File: src/rtl/dpd_pkg.sv
package dpd_pkg;
  localparam int DW = 32;   // register word width
  localparam int MW = 16;   // dither mask width
  localparam int SW = 4;    // slot index width
  localparam int CW = 8;    // PWM counter width

  typedef logic [DW-1:0] word_t;

  // High time of one period for a word and slot, coarse clamped to cmax.
  function automatic logic [CW:0] dpd_high_time(word_t w, logic [SW-1:0] slot,
                                                int unsigned cmax);
    logic [MW-1:0] coarse;
    logic [CW:0]   base;
    coarse = w[DW-1:MW];
    if (32'(coarse) > cmax) base = cmax[CW:0];
    else                    base = coarse[CW:0];
    return base + {{CW{1'b0}}, w[slot]};
  endfunction
endpackage

File: src/rtl/dpd_sequencer.sv
module dpd_sequencer
  import dpd_pkg::*;
(
  input  logic          clk,
  input  logic          rst,
  output logic [CW-1:0] cnt,
  output logic [SW-1:0] slot,
  output logic          period_end
);
  assign period_end = &cnt;

  always_ff @(posedge clk) begin
    if (rst) begin
      cnt  <= '0;
      slot <= '0;
    end else begin
      cnt <= cnt + 1'b1;
      if (period_end) slot <= slot + 1'b1;
    end
  end
endmodule

File: src/rtl/dpd_regfile.sv
module dpd_regfile
  import dpd_pkg::*;
#(
  parameter int NUM_CH = 4,
  localparam int IW = $clog2(NUM_CH)
) (
  input  logic               clk,
  input  logic               rst,
  input  logic               we,
  input  logic [IW-1:0]      idx,
  input  word_t              wdata,
  output word_t              rdata,
  output logic [NUM_CH*DW-1:0] regs_flat
);
  for (genvar c = 0; c < NUM_CH; c++) begin : g_reg
    always_ff @(posedge clk) begin
      if (rst)                         regs_flat[c*DW +: DW] <= '0;
      else if (we && idx == IW'(c))    regs_flat[c*DW +: DW] <= wdata;
    end
  end

  always_comb begin
    rdata = '0;
    for (int c = 0; c < NUM_CH; c++)
      if (idx == IW'(c)) rdata = regs_flat[c*DW +: DW];
  end
endmodule

File: src/rtl/dpd_channel.sv
module dpd_channel
  import dpd_pkg::*;
#(
  parameter int COARSE_MAX = 156
) (
  input  logic          clk,
  input  logic          rst,
  input  logic          load,
  input  word_t         word_in,
  input  logic [SW-1:0] slot,
  input  logic [CW-1:0] cnt,
  output word_t         active,
  output logic          pwm
);
  logic [CW:0] high_time;
  assign high_time = dpd_high_time(active, slot, COARSE_MAX);

  always_ff @(posedge clk) begin
    if (rst) begin
      active <= '0;
      pwm    <= 1'b0;
    end else begin
      if (load) active <= word_in;
      pwm <= ({1'b0, cnt} < high_time);
    end
  end
endmodule

File: src/rtl/dither_pwm_dac.sv
module dither_pwm_dac
  import dpd_pkg::*;
#(
  parameter int NUM_CH     = 4,
  parameter int COARSE_MAX = 156,
  localparam int IW = $clog2(NUM_CH)
) (
  input  logic              clk,
  input  logic              rst,
  input  logic              reg_we,
  input  logic [IW-1:0]     reg_idx,
  input  logic [DW-1:0]     reg_wdata,
  output logic [DW-1:0]     reg_rdata,
  output logic [NUM_CH-1:0] pwm_out
);
  logic [CW-1:0]        cnt;
  logic [SW-1:0]        slot;
  logic                 period_end;
  logic [NUM_CH*DW-1:0] regs_flat;
  logic [NUM_CH*DW-1:0] active_flat;

  dpd_sequencer u_seq (
    .clk(clk), .rst(rst), .cnt(cnt), .slot(slot), .period_end(period_end)
  );

  dpd_regfile #(.NUM_CH(NUM_CH)) u_regs (
    .clk(clk), .rst(rst), .we(reg_we), .idx(reg_idx), .wdata(reg_wdata),
    .rdata(reg_rdata), .regs_flat(regs_flat)
  );

  for (genvar c = 0; c < NUM_CH; c++) begin : g_ch
    dpd_channel #(.COARSE_MAX(COARSE_MAX)) u_ch (
      .clk(clk), .rst(rst), .load(period_end),
      .word_in(regs_flat[c*DW +: DW]), .slot(slot), .cnt(cnt),
      .active(active_flat[c*DW +: DW]), .pwm(pwm_out[c])
    );
  end
endmodule

File: config.mk
export PLATFORM = sky130hd
export DESIGN_NAME = dither_pwm_dac
export DESIGN_NICKNAME = d
export VERILOG_FILES = /design/src/rtl/dpd_pkg.sv /design/src/rtl/dpd_sequencer.sv /design/src/rtl/dpd_regfile.sv /design/src/rtl/dpd_channel.sv /design/src/rtl/dither_pwm_dac.sv
export SDC_FILE = /design/constraint.sdc
export NUM_CORES = 1
export LEC_CHECK = 0
export BUFFER_PORTS_ARGS = -buffer_cell sky130_fd_sc_hd__buf_4
export CORE_ASPECT_RATIO = 1.75
export CORE_UTILIZATION = 35
export CTS_BUF_LIST = sky130_fd_sc_hd__clkbuf_8 sky130_fd_sc_hd__clkbuf_16
export DETAILED_ROUTE_END_ITERATION = 8
export GPL_ROUTABILITY_DRIVEN = 0
export PLACE_DENSITY = 0.52
export SLEW_MARGIN = 10
export SYNTH_ARGS = -nofsm -noshare
export SYNTH_HDL_FRONTEND = slang
export SYNTH_SLANG_ARGS = --single-unit
export TNS_END_PERCENT = 50
File: constraint.sdc
create_clock -name clk -period 8.15 [get_ports clk]
set_input_delay 0.4075 -clock clk [delete_from_list [all_inputs] [get_ports clk]]
set_output_delay 0.4075 -clock clk [all_outputs]
set_load 0.01 [all_outputs]
# Yosys cells after proc, flatten, opt, wreduce, memory -nomap -nowiden
# Index checks and enable logic that the tools add are counted.
[totals] elab_cells=54 ff_bits=272 inputBits=37
[op_classes] n_addsub=6 eq_ne=3 magnitude_cmp=9 n_reduce_logical=6 mux=16
[ops] op="$mux W32" n=4
[ops] op="$gt A16 B8 Y1 const B" n=4
[ops] op="$add A9 B1 Y9" n=4
[ops] op="$lt A8 B9 Y1" n=4
[ops] op="$mux W9" n=4
[ops] op="$bmux W1 S4" n=4
[ops] op="$add A8 B1 Y8 const B" n=1
[ops] op="$reduce_and A8 Y1" n=1
[ops] op="$lt A4 B6 Y1 const B" n=1
[ops] op="$add A4 B1 Y4 const B" n=1
[ops] op="$eq A2 B2 Y1 const B" n=2
[ops] op="$logic_and A1 B1 Y1" n=4
[ops] op="$mux W1" n=4
[ops] op="$eq A2 B1 Y1 const B" n=1
[ops] op="$logic_not A2 Y1" n=1

# Longest topological paths before layout
# Gate-level depths: netlist (run 1).
[logic_depth] depth_word=5 mapped_depth=15

# Hierarchy
# Synthesis (run 1) repeated with hierarchy kept, for this count alone.
[unflattened] cells_unflattened=1181 hier_area_um2=12783.5
[modules_own_cells] mod="dpd_regfile" area_per_inst_um2=5828.1 instances=1 cells_each=494
[modules_own_cells] mod="dpd_channel at g_ch[0].u_ch ..." area_per_inst_um2=1615.3 instances=3 cells_each=158
[modules_own_cells] mod="dpd_channel at g_ch[3].u_ch" area_per_inst_um2=1610.3 instances=1 cells_each=157
[modules_own_cells] mod="dpd_sequencer" area_per_inst_um2=499.2 instances=1 cells_each=56

# Worst setup path after synthesis (run 1)
# OpenSTA, ideal clock, no wires.
[synth_path] kind="register to register" start="register u_seq.slot[0]" end="register g_ch[3].u_ch.pwm" t_arrival_ns=3.098 stages_incl_launch_ff=16 path_slack_ns=4.966 setup_time_ns=0.086 path_cell_list="dfxtp_1 > buf_4 > buf_4 > mux4_2 > nand3_1 > nand3_1 > ha_1 > ha_1 > nor3b_1 > a21oi_1 > o22a_1 > ha_1 > a21o_1 > a211oi_1 > o21ai_0 > a211oi_1"
[synth_between] elab_chain_cells=4
[synth_rtl] item="start, declared" line="dpd_sequencer.sv:7" text="output logic [SW-1:0] slot,"
[synth_rtl] item="start signal, assigned" line="dpd_sequencer.sv:18" text="if (period_end) slot <= slot + 1'b1;"
[synth_rtl] item="$bmux W1 S4" line="dpd_pkg.sv:17" text="return base + {{CW{1'b0}}, w[slot]};"
[synth_rtl] item="$mux W1 (not written as such)" line="dpd_pkg.sv:17"
[synth_rtl] item="$add A9 B1 Y9" line="dpd_pkg.sv:17"
[synth_rtl] item="$lt A8 B9 Y1" line="dpd_channel.sv:24" text="pwm <= ({1'b0, cnt} < high_time);"
[synth_rtl] item="end signal, assigned" line="dpd_channel.sv:24"
[synth_rtl] item="end, declared" line="dpd_channel.sv:13" text="output logic pwm"
# No other way between the ends. The select of a mux whose other input is x is not followed.
# A chain may end at the register's enable or synchronous reset.

# Worst setup path after layout (run 1)
[layout_path] start="register u_seq.slot[0]" end="register g_ch[0].u_ch.pwm"
[layout_between] elab_chain_cells=4
[layout_rtl] item="$bmux W1 S4" line="dpd_pkg.sv:17"
[layout_rtl] item="$mux W1 (not written as such)" line="dpd_pkg.sv:17"
[layout_rtl] item="$add A9 B1 Y9" line="dpd_pkg.sv:17"
[layout_rtl] item="$lt A8 B9 Y1" line="dpd_channel.sv:24"
[layout_rtl] item="end signal, assigned" line="dpd_channel.sv:24"
[layout_rtl] item="end, declared" line="dpd_channel.sv:13"
# No other way between the ends. The select of a mux whose other input is x is not followed.

==> results of run 1 <==
## synth_stat cells, types with 2 or more instances
| cell | count |
|---|---|
| a21o_1 | 4 |
| nand3_1 | 25 |
| o22a_1 | 3 |
| nor2b_1 | 3 |
| and3_1 | 7 |
| ha_1 | 38 |
| nand2b_1 | 6 |
| mux4_2 | 48 |
| nor2_1 | 33 |
| buf_2 | 30 |
| a21oi_1 | 264 |
| buf_6 | 12 |
| a211oi_1 | 12 |
| o2111ai_1 | 4 |
| nor3_1 | 2 |
| nor4_1 | 10 |
| nand2_1 | 540 |
| dfxtp_1 | 272 |
| o21a_1 | 4 |
| inv_1 | 5 |
| o21ai_0 | 13 |
| a22oi_1 | 4 |
| buf_4 | 6 |
| clkbuf_1 | 56 |
| nand3b_1 | 2 |
| nor3b_1 | 3 |
| and2_1 | 12 |
| a311oi_1 | 4 |
| xnor2_1 | 12 |
| xor2_1 | 12 |
## report_power, final
group / switching (mW) / internal, mW / total [mW]
registers: 0.0226 / 1.35 / 1.38
clock network: 0.527 / 0.727 / 1.25
logic: 0.0988 / 0.0602 / 0.159
total: 0.648 / 2.14 / 2.79
## cell usage in the layout (no fill, tap or decap), drive strengths merged, types with 13 or more instances in the layout
cell type and n:
ha 38, dfxtp 272, clkbuf 32, o21ai 13, buf 84, nand3 26
nor2 33, nand2 540, a21oi 264, mux4 48
## flip-flops by register name, indices dropped and copies added, names as in the netlist
register / flops
g_ch.u_ch.active: 128
u_regs.regs_flat: 128
u_seq.cnt: 8
g_ch.u_ch.pwm: 4
u_seq.slot: 4
## cell type report
class	count	area, um2	area share (%)
Timing Repair Buffer	85	644	4.72
Inverter	5	18.8	0.138
Clock buffer	31	731	5.36
Clock inverter	13	134	0.981
Tap cell	455	569	4.17
Multi-Input combinational cell	1076	6100	44.7
Sequential cell	272	5450	39.9
## path summary, 6_finish.rpt
kind | slack [ns] | endpoint | startpoint
setup / recovery | 4.13 | g_ch[0].u_ch.pwm$_SDFF_PP0_ | u_seq.slot[0]$_SDFFE_PP0P_
hold / removal | 0.14 | u_regs.regs_flat[74]$_SDFFE_PP0P_ | reg_wdata[10]
setup reg to reg | 4.13 | g_ch[0].u_ch.pwm$_SDFF_PP0_ | u_seq.slot[0]$_SDFFE_PP0P_
hold reg to reg | 0.45 | g_ch[1].u_ch.active[11]$_SDFFE_PP0P_ | g_ch[1].u_ch.active[11]$_SDFFE_PP0P_
## through the flow
stage                     instance area [um2]  total power, mW  hold slack (ns)  worst slack, ns  util (%)
after floorplan                         12100             1.49            0.433             4.97         -
after global placement                  12800             1.56            0.444             4.25      37.8
after detailed placement                12800             1.57            0.448             4.12      37.8
after CTS                               13600             2.82            0.104             4.10      40.3
after global routing                    13600             2.88            0.121             3.74      40.3
final                                   13600             2.79            0.136             4.13      40.3
## per-layer routing
metal  vias up  part of all wire [%]
li1       4937                     -
met1      4827                    39
met2       201                    54
met3        70                   3.2
met4         0                   3.4
met5         -                     0
## tightest hold or removal path, stage by stage
cell,delay (ns)
buf_4,0.12
nand2_1,0.05
a21oi_1,0.05
## cell families (layout without fill, tap and decap cells)
kind of cell,after synthesis,count (layout),share of synthesized area (%)
compound gates,313,313,13.8
xor+xnor,24,24,1.74
fa+ha+maj,38,38,3.93
buf+inv,109,134,4.63
flops,272,272,45.0
mux,49,49,9.02
simple gates,652,652,21.8
==> flow_summary.ini, run 1 <==
[status]
run_status = finished clean

[sta]
fmax_mhz = 249
period_needed_ns = 4.02
final-setup-viol-count = 0
worst-slew-pin-transition_ns = 1.13
timing_hold_violations_final = 0
finalMaxSlewViolations = 0
slew_headroom_pct = 24.4
setup_repair_after_global_routing_missed_its_margin = no
post-route-period-util_pct = 49.3
timing.setup.tns_ns = 0
skew_ns = 0.0124

[final_layout]
layout.cells.non_filler = 1937
layout-drive-gt1-share_pct = 12.1
antenna_cells_inserted = 0
fin_nets = 1542
n_fill_cell = 3564
syn_to_final_growth_pct = 12.8

[clock_tree]
cts_repair_resize_count = 0
tritoncts.num_buffers = 27
clock_tree_from_tritoncts = yes
clock_tree.root_cell = clkbuf_16
postCtsHoldBufs = 0
worst_skew_pair.late_latency_ns = 0.54
path_clk_slew_ns = 0.06
cts.sinks = 272
cts_max_level = 1
post-cts-setup-buffer-count = 0
cts_buffer_depth = 3

[critical_path]
launching_element_type_of_the_critical_path = flip-flop
cpMostUsedCell = ha_1
timing.critical_path.max_delay_family = compound AO/OA/AOI/OAI gates
worstPathCellList = mux4_2 > a22oi_1 > nand3_1 > ha_1 > ha_1 > nor3b_1 > a21oi_1 > o22a_1 > ha_1 > a21o_1 > a211oi_1 > o21ai_0 > a211oi_1
critPathRequiredTime_ns = 8.59
critical_path_buffers_and_inverters = 0
worstRegToRegCells = 13
worst-path-stages = 13
timing_worst_setup_path_type = flip-flop to flip-flop
cpPeakStageDelay_ns = 1.05
crit_arrival_ns = 4.46
worst-path-max-fanout = 19
critPathSlowestCell = dfxtp_1
critPathCaptureType = flip-flop

[yosys]
synthesis.nets = 1532
synthArstFlopShare_pct = 0
seq_area_frac_synth_pct = 45.0
synth.ff_latch_count = 272
yosys_most_used_dff = dfxtp_1
synthDominantAreaCellType = dfxtp_1
synth_area_mm2 = 0.0121
synth_area_per_cell_um2 = 8.30
synth.top_cell.area_share_pct = 45.0
synth-warning-count = 0
yosys-top-cells-area = dfxtp_1 45%, nand2_1 17%, a21oi_1 11%
post_synth_num_cell_types = 41
number_of_instances_in_the_synthesized_netlist = 1457
synth_edf_count = 0

[global_routing]
initial_antenna_violation_count = 0
gr-max-usage-layer = met2
grt_use_met1_pct = 23.9
grt_start_max_net_pins = 115
grt_remaining_overflow = 0
gr-usage-met2_pct = 41.1
gr-usage-met3_pct = 2.30
all_layer_gr_usage_pct = 21.5
global_route_wire_length_before_repair_mm = 57.4
via_count_of_the_first_global_routing_pass = 9917

[die]
die-height_um = 248
die_width_um = 143
placement_rows = 89
io_pins = 73
floorplan.die_area_mm2 = 0.0353
core-area_mm2 = 0.0339
initial_utilization_pct = 35.7

[detailed_routing]
detail_route.first_pass.iterations = 5
count_of_nets_left_with_antenna_violations_after_detail_routing = 0
drt-initial-drc-count = 644
wl_per_cell_um = 19.4
drt-total-wl_mm = 37.5
route.detailed.drc = 0
post_drt_via_cell_ratio = 5.18
num_vias = 10035

[job]
max-cap-violations = 0

[placed_design]
placedCellCount = 1893
io_buffer_count = 72
dpl.hpwl_mm = 24.6

[worst_hold_path]
min-delay-path-class = input pin to flip-flop
worst_hold_path.num_cells = 3

[power_and_ir_drop]
p_leak_nw = 4.72
vdd.ir_drop.worst_v = 0.000170
power_per_unit_of_standard_cell_area_mw_per_mm2 = 204
Power figures use the tool's default switching activity.
==> inputs of run 2 (changes only) <==
PLACE_DENSITY = 0.54   (was 0.52)
clock period = 3.39 ns   (was 8.15 ns; I/O delays follow)
==> run 2 against run 1 <==
Against the previous run:
- routed wire length decreased by 2.4%
- setup slack got worse by 4.0 ns
- hold slack improved by 0.016 ns
- critical endpoint unchanged
- combinational power increased to 2.6 times the previous value
- fmax increased by 24%
==> flow_summary.ini, run 2 (synthesis gave the netlist of run 1 again) <==
[die]
initial_utilization_pct = 35.7
placement_rows = 89
io_pins = 73
core-area_mm2 = 0.0339
die-height_um = 248
floorplan.die_area_mm2 = 0.0353
die_width_um = 143

[final_layout]
syn_to_final_growth_pct = 17.9
layout-drive-gt1-share_pct = 14.4
reg_top3 = g_ch.u_ch.active x128, u_regs.regs_flat x128, u_seq.cnt x8
layout_common_cells = 540 x nand2_1, 271 x dfxtp_1, 263 x a21oi_1, 108 x buf_4, 48 x mux4_2
finish.instance_area_mm2 = 0.0143
final_common_cell = nand2_1
fin_nets = 1604
layout.cells.non_filler = 2000
antenna_cells_inserted = 0
final_core_util_pct = 42.1

[clock_tree]
worst_skew_pair.late_latency_ns = 0.54
cts.sinks = 272
cts_max_level = 1
clock_tree_from_tritoncts = yes
clock_tree.root_cell = clkbuf_16
path_clk_slew_ns = 0.07
cts_buffer_depth = 3
tritoncts.num_buffers = 26

[detailed_routing]
drt-total-wl_mm = 36.6
num_vias = 10228
drt-initial-drc-count = 615
post_drt_via_cell_ratio = 5.11
count_of_nets_left_with_antenna_violations_after_detail_routing = 0
wl_per_cell_um = 18.3
route.detailed.drc = 0
detail_route.first_pass.iterations = 5

[critical_path]
timing_worst_setup_path_type = flip-flop to flip-flop
critPathSlowestCell = dfxtp_1
worst-path-max-fanout = 4
cpPeakStageDelay_ns = 0.32
critPathCaptureType = flip-flop
launching_element_type_of_the_critical_path = flip-flop
worst-path-stages = 15
timing.critical_path.max_delay_family = compound AO/OA/AOI/OAI gates
rr_endpoint = g_ch[0].u_ch.pwm$_SDFF_PP0_
worstReg2RegStart = g_ch[0].u_ch.active[31]$_SDFFE_PP0P_
reg2reg_slack_ns = 0.15
crit_arrival_ns = 3.70
critical_path.startpoint = g_ch[0].u_ch.active[31]$_SDFFE_PP0P_
crit_end = g_ch[0].u_ch.pwm$_SDFF_PP0_
worstPathCellList = nor4_2 > buf_4 > nand3_2 > a31oi_2 > and2_1 > ha_2 > ha_2 > nor3b_1 > a21oi_1 > o22a_1 > ha_1 > a21o_1 > a211oi_1 > o21ai_1 > a211oi_1
critical_path_buffers_and_inverters = 1
critPathRequiredTime_ns = 3.85
worstRegToRegCells = 15

[global_routing]
all_layer_gr_usage_pct = 21.2
gr-usage-met2_pct = 41.4
initial_antenna_violation_count = 0
gr-usage-met3_pct = 1.83
gr-max-usage-layer = met2
grt_remaining_overflow = 0
grt_use_met1_pct = 22.8
global_route_wire_length_before_repair_mm = 57.3
grt_start_max_net_pins = 105
via_count_of_the_first_global_routing_pass = 10333

[placed_design]
dpl.hpwl_mm = 24.8
io_buffer_count = 72
place_ws_ns = 0.0224
placed_cell_area_mm2 = 0.0130
placedCellCount = 1918

[sta]
skew_ns = 0.00929
period_needed_ns = 3.24
holdWs_ns = 0.152
finalMaxSlewViolations = 0
timing_hold_violations_final = 0
slew_headroom_pct = 22.3
post-route-period-util_pct = 95.5
fmax_mhz = 309
timing.final.ws_setup_ns = 0.151
final-setup-viol-count = 0
worst-slew-pin-transition_ns = 1.17
timing.setup.tns_ns = 0

[worst_hold_path]
min-delay-path-class = input pin to flip-flop

[power_and_ir_drop]
p_leak_nw = 5.00
vdd.ir_drop.worst_v = 0.000442
design_power_total_mw = 6.49
power_per_unit_of_standard_cell_area_mw_per_mm2 = 455

[job]
max-cap-violations = 0

[status]
run_status = finished clean
run 2: cell types whose count changed in the layout (fill, tap and decap cells not counted), sizes merged, moves of 2 or more:
cell	before	now
inv	10	12
bufinv	3	0
dlygate4sd3	0	32
buf	84	115
run 2: worst min path at each step:
stage / start / end / slack (ns) / cells after the start
after floorplan: reg_wdata[0] / u_regs.regs_flat[0]$_SDFFE_PP0P_ / 0.31 / 2
after global placement: g_ch[1].u_ch.active[6]$_SDFFE_PP0P_ / g_ch[1].u_ch.active[6]$_SDFFE_PP0P_ / 0.44 / 2
after detailed placement: g_ch[1].u_ch.active[6]$_SDFFE_PP0P_ / g_ch[1].u_ch.active[6]$_SDFFE_PP0P_ / 0.44 / 2
after CTS: reg_we / u_regs.regs_flat[23]$_SDFFE_PP0P_ / 0.13 / 4
after global routing: reg_we / u_regs.regs_flat[22]$_SDFFE_PP0P_ / 0.14 / 4
final: reg_we / u_regs.regs_flat[23]$_SDFFE_PP0P_ / 0.15 / 4
run 2: timing repair:
item                                   in CTS  in global routing
gates resized for setup                     0                 18
setup endpoints to repair                   0                  4
endpoints found under the hold margin     128                  0
buffers inserted                            0                  6
hold buffers                               32                  0
run 2: layout make-up:
cell class,instances,area (um2)
clock buffers,30,717
repair buffers,148,1280
clock inverters,14,67.6
flip-flops and latches,272,5450
well taps,455,569
inverters,5,18.8
multi-input cells,1076,6160
fillers,3508,19600
run 2: power by group:
group          leakage, nW  internal [mW]  total (mW)  switching (mW)
sequential            2.20           3.25        3.30          0.0496
clock                0.415           1.50        2.76            1.27
combinational         2.38          0.178       0.420           0.242
total                 5.00           4.93        6.49            1.56
run 2: metal layers:
metal | vias up | wire (um)
met5 | - | 0
met4 | 0 | 1530
met3 | 80 | 1120
met2 | 214 | 20200
met1 | 4867 | 13700
li1 | 5067 | -
run 2: tightest hold or removal path, stage by stage:
cell	delay [ns]
buf_4	0.15
nor3b_4	0.20
nand2_1	0.07
a21oi_1	0.05
==> inputs of run 3 (changes only) <==
CORE_MARGIN = 3   (was default)
CTS_BUF_LIST = sky130_fd_sc_hd__clkbuf_4 sky130_fd_sc_hd__clkbuf_8   (was sky130_fd_sc_hd__clkbuf_8 sky130_fd_sc_hd__clkbuf_16)
==> run 3 against run 2 <==
Against the previous run:
- sequential share of layout area fell by 0.48 points
- critical path depth decreased by 1
- register-to-register slack improved by 0.02 ns
- final cell count increased by 1.4%
- routed wire length grew 1.9%
- power grew 5.5%
- non-clock buffer count is 7 lower
- combinational power is 2% lower
- global-route usage down 1.5 points
- design area increased by 1.3%
- clock skew is 0.0088 ns higher
- setup slack improved by 0.023 ns
==> flow_summary.ini, run 3 (synthesis gave the netlist of run 1 again) <==
[final_layout]
reg_top3 = g_ch.u_ch.active x128, u_regs.regs_flat x128, u_seq.cnt x8
fin_nets = 1614
layout.cells.non_filler = 2027
syn_to_final_growth_pct = 19.4
final_common_cell = nand2_1
layout-drive-gt1-share_pct = 16.9
finish.instance_area_mm2 = 0.0144
n_fill_cell = 3541
layout_common_cells = 540 x nand2_1, 271 x dfxtp_1, 263 x a21oi_1, 102 x buf_4, 56 x clkbuf_8

[status]
run_status = finished clean

[placed_design]
io_buffer_count = 72
dpl.hpwl_mm = 24.7
placed_cell_area_mm2 = 0.0130
placedCellCount = 1913

[global_routing]
grt_start_max_net_pins = 128
via_count_of_the_first_global_routing_pass = 10385
global_route_wire_length_before_repair_mm = 57.5
initial_antenna_violation_count = 1
all_layer_gr_usage_pct = 19.7
grt_remaining_overflow = 0

[sta]
timing_hold_violations_final = 0
period_needed_ns = 3.22
final-setup-viol-count = 0
finalMaxSlewViolations = 0
timing.setup.tns_ns = 0
holdWs_ns = 0.241
slew_headroom_pct = 23.1
post-route-period-util_pct = 94.8
worst-slew-pin-transition_ns = 1.15
fmax_mhz = 311
skew_ns = 0.0181
setup_repair_after_global_routing_missed_its_margin = yes

[critical_path]
rr_endpoint = g_ch[0].u_ch.pwm$_SDFF_PP0_
cpMostUsedCell = ha_2
timing.critical_path.max_delay_family = compound AO/OA/AOI/OAI gates
crit_arrival_ns = 3.71
critPathSlowestCell = mux4_2
worstRegToRegCells = 14
critical_path.startpoint = u_seq.slot[0]$_SDFFE_PP0P_
cpPeakStageDelay_ns = 0.51
timing_worst_setup_path_type = flip-flop to flip-flop
reg2reg_slack_ns = 0.17
critical_path_buffers_and_inverters = 1
critPathCaptureType = flip-flop
worstPathCellList = buf_12 > mux4_2 > a22oi_2 > nand3_2 > ha_2 > ha_2 > nor3b_2 > a21oi_1 > o22a_1 > ha_1 > a21o_1 > a211oi_2 > o21ai_0 > a211oi_1
worst-path-max-fanout = 5
critPathRequiredTime_ns = 3.88
launching_element_type_of_the_critical_path = flip-flop
worstReg2RegStart = u_seq.slot[0]$_SDFFE_PP0P_

[worst_hold_path]
min-delay-path-class = input pin to flip-flop
worst_hold_path.num_cells = 5
hold_crit_start = reg_we
hold_path_end = u_regs.regs_flat[118]$_SDFFE_PP0P_

[clock_tree]
path_clk_slew_ns = 0.07
clock_tree_from_tritoncts = yes
cts_max_level = 2
tritoncts.num_buffers = 43
cts.sinks = 272
worst_skew_pair.late_latency_ns = 0.59
clock_tree.root_cell = clkbuf_8
cts_buffer_depth = 3

[power_and_ir_drop]
design_power_total_mw = 6.84
vdd.ir_drop.worst_v = 0.000332
power_per_unit_of_standard_cell_area_mw_per_mm2 = 474
p_leak_nw = 5.07

[detailed_routing]
wl_per_cell_um = 18.4
drt-total-wl_mm = 37.3
num_vias = 10406
drt-initial-drc-count = 474
detail_route.first_pass.iterations = 5
route.detailed.drc = 0
count_of_nets_left_with_antenna_violations_after_detail_routing = 0
post_drt_via_cell_ratio = 5.13

[die]
floorplan.die_area_mm2 = 0.0369
initial_utilization_pct = 35.7
die_width_um = 147
io_pins = 73
placement_rows = 89
core-area_mm2 = 0.0339
die-height_um = 252

[job]
max-cap-violations = 0
==> run 3: final cells by class <==
class                           instances  area [um2]  share of cell area (%)
Inverter                                5        18.8                   0.130
Clock inverter                          6        86.3                   0.598
Timing Repair Buffer                  141        1220                    8.42
Antenna cell                            1        2.50                  0.0173
Clock buffer                           71         877                    6.07
Tap cell                              455         569                    3.94
Multi-Input combinational cell       1076        6220                    43.1
Sequential cell                       272        5450                    37.7
==> run 3: stage by stage <==
| stage | utilization, % | setup WS (ns) |
|---|---|---|
| final | 42.7 | 0.175 |
| after global routing | 42.7 | -0.0308 |
| after CTS | 42.2 | 0.0354 |
| after detailed placement | 38.3 | -0.452 |
| after global placement | 38.3 | -0.405 |
| after floorplan | - | 0.206 |
==> run 3: worst max path at each step <==
stage	to	cells after the start
CTS	g_ch[0].u_ch.pwm$_SDFF_PP0_	14
floorplan	g_ch[3].u_ch.pwm$_SDFF_PP0_	15
global route	g_ch[2].u_ch.pwm$_SDFF_PP0_	14
finish	g_ch[0].u_ch.pwm$_SDFF_PP0_	14
global placement	g_ch[0].u_ch.pwm$_SDFF_PP0_	14
detailed placement	g_ch[0].u_ch.pwm$_SDFF_PP0_	14
==> run 3: power breakdown <==
group / switching [mW] / total (mW) / internal, mW / leakage, nW
Clock: 1.34 / 3.12 / 1.79 / 0.510
Combinational: 0.238 / 0.412 / 0.174 / 2.36
Sequential: 0.0537 / 3.31 / 3.25 / 2.20
==> run 3: timing repair <==
item                                    in CTS  in global routing
hold buffers                                32                  0
endpoints found under the setup margin       1                  4
pin swaps                                    1                 10
setup buffers                                3                  0
gates cloned                                 0                  1
resized for setup                            5                 24
hold endpoints to repair                   128                  0
==> run 3: routing by layer <==
layer | part of all wire [%] | track usage, % | routed length [um]
met1 | 37 | 20.8 | 13900
met2 | 56 | 38.9 | 20700
met5 | 0 | 0 | 0
met4 | 3.8 | 7.45 | 1400
met3 | 3.5 | 2.89 | 1290
==> run 3: worst register-to-register path, delay by kind of cell (launching register included) <==
family          cells  cell delay [ns]
compound gates      7             1.20
buf+inv             1             0.12
flops               1             0.37
simple gates        2             0.28
fa+ha+maj           3             0.63
mux                 1             0.52
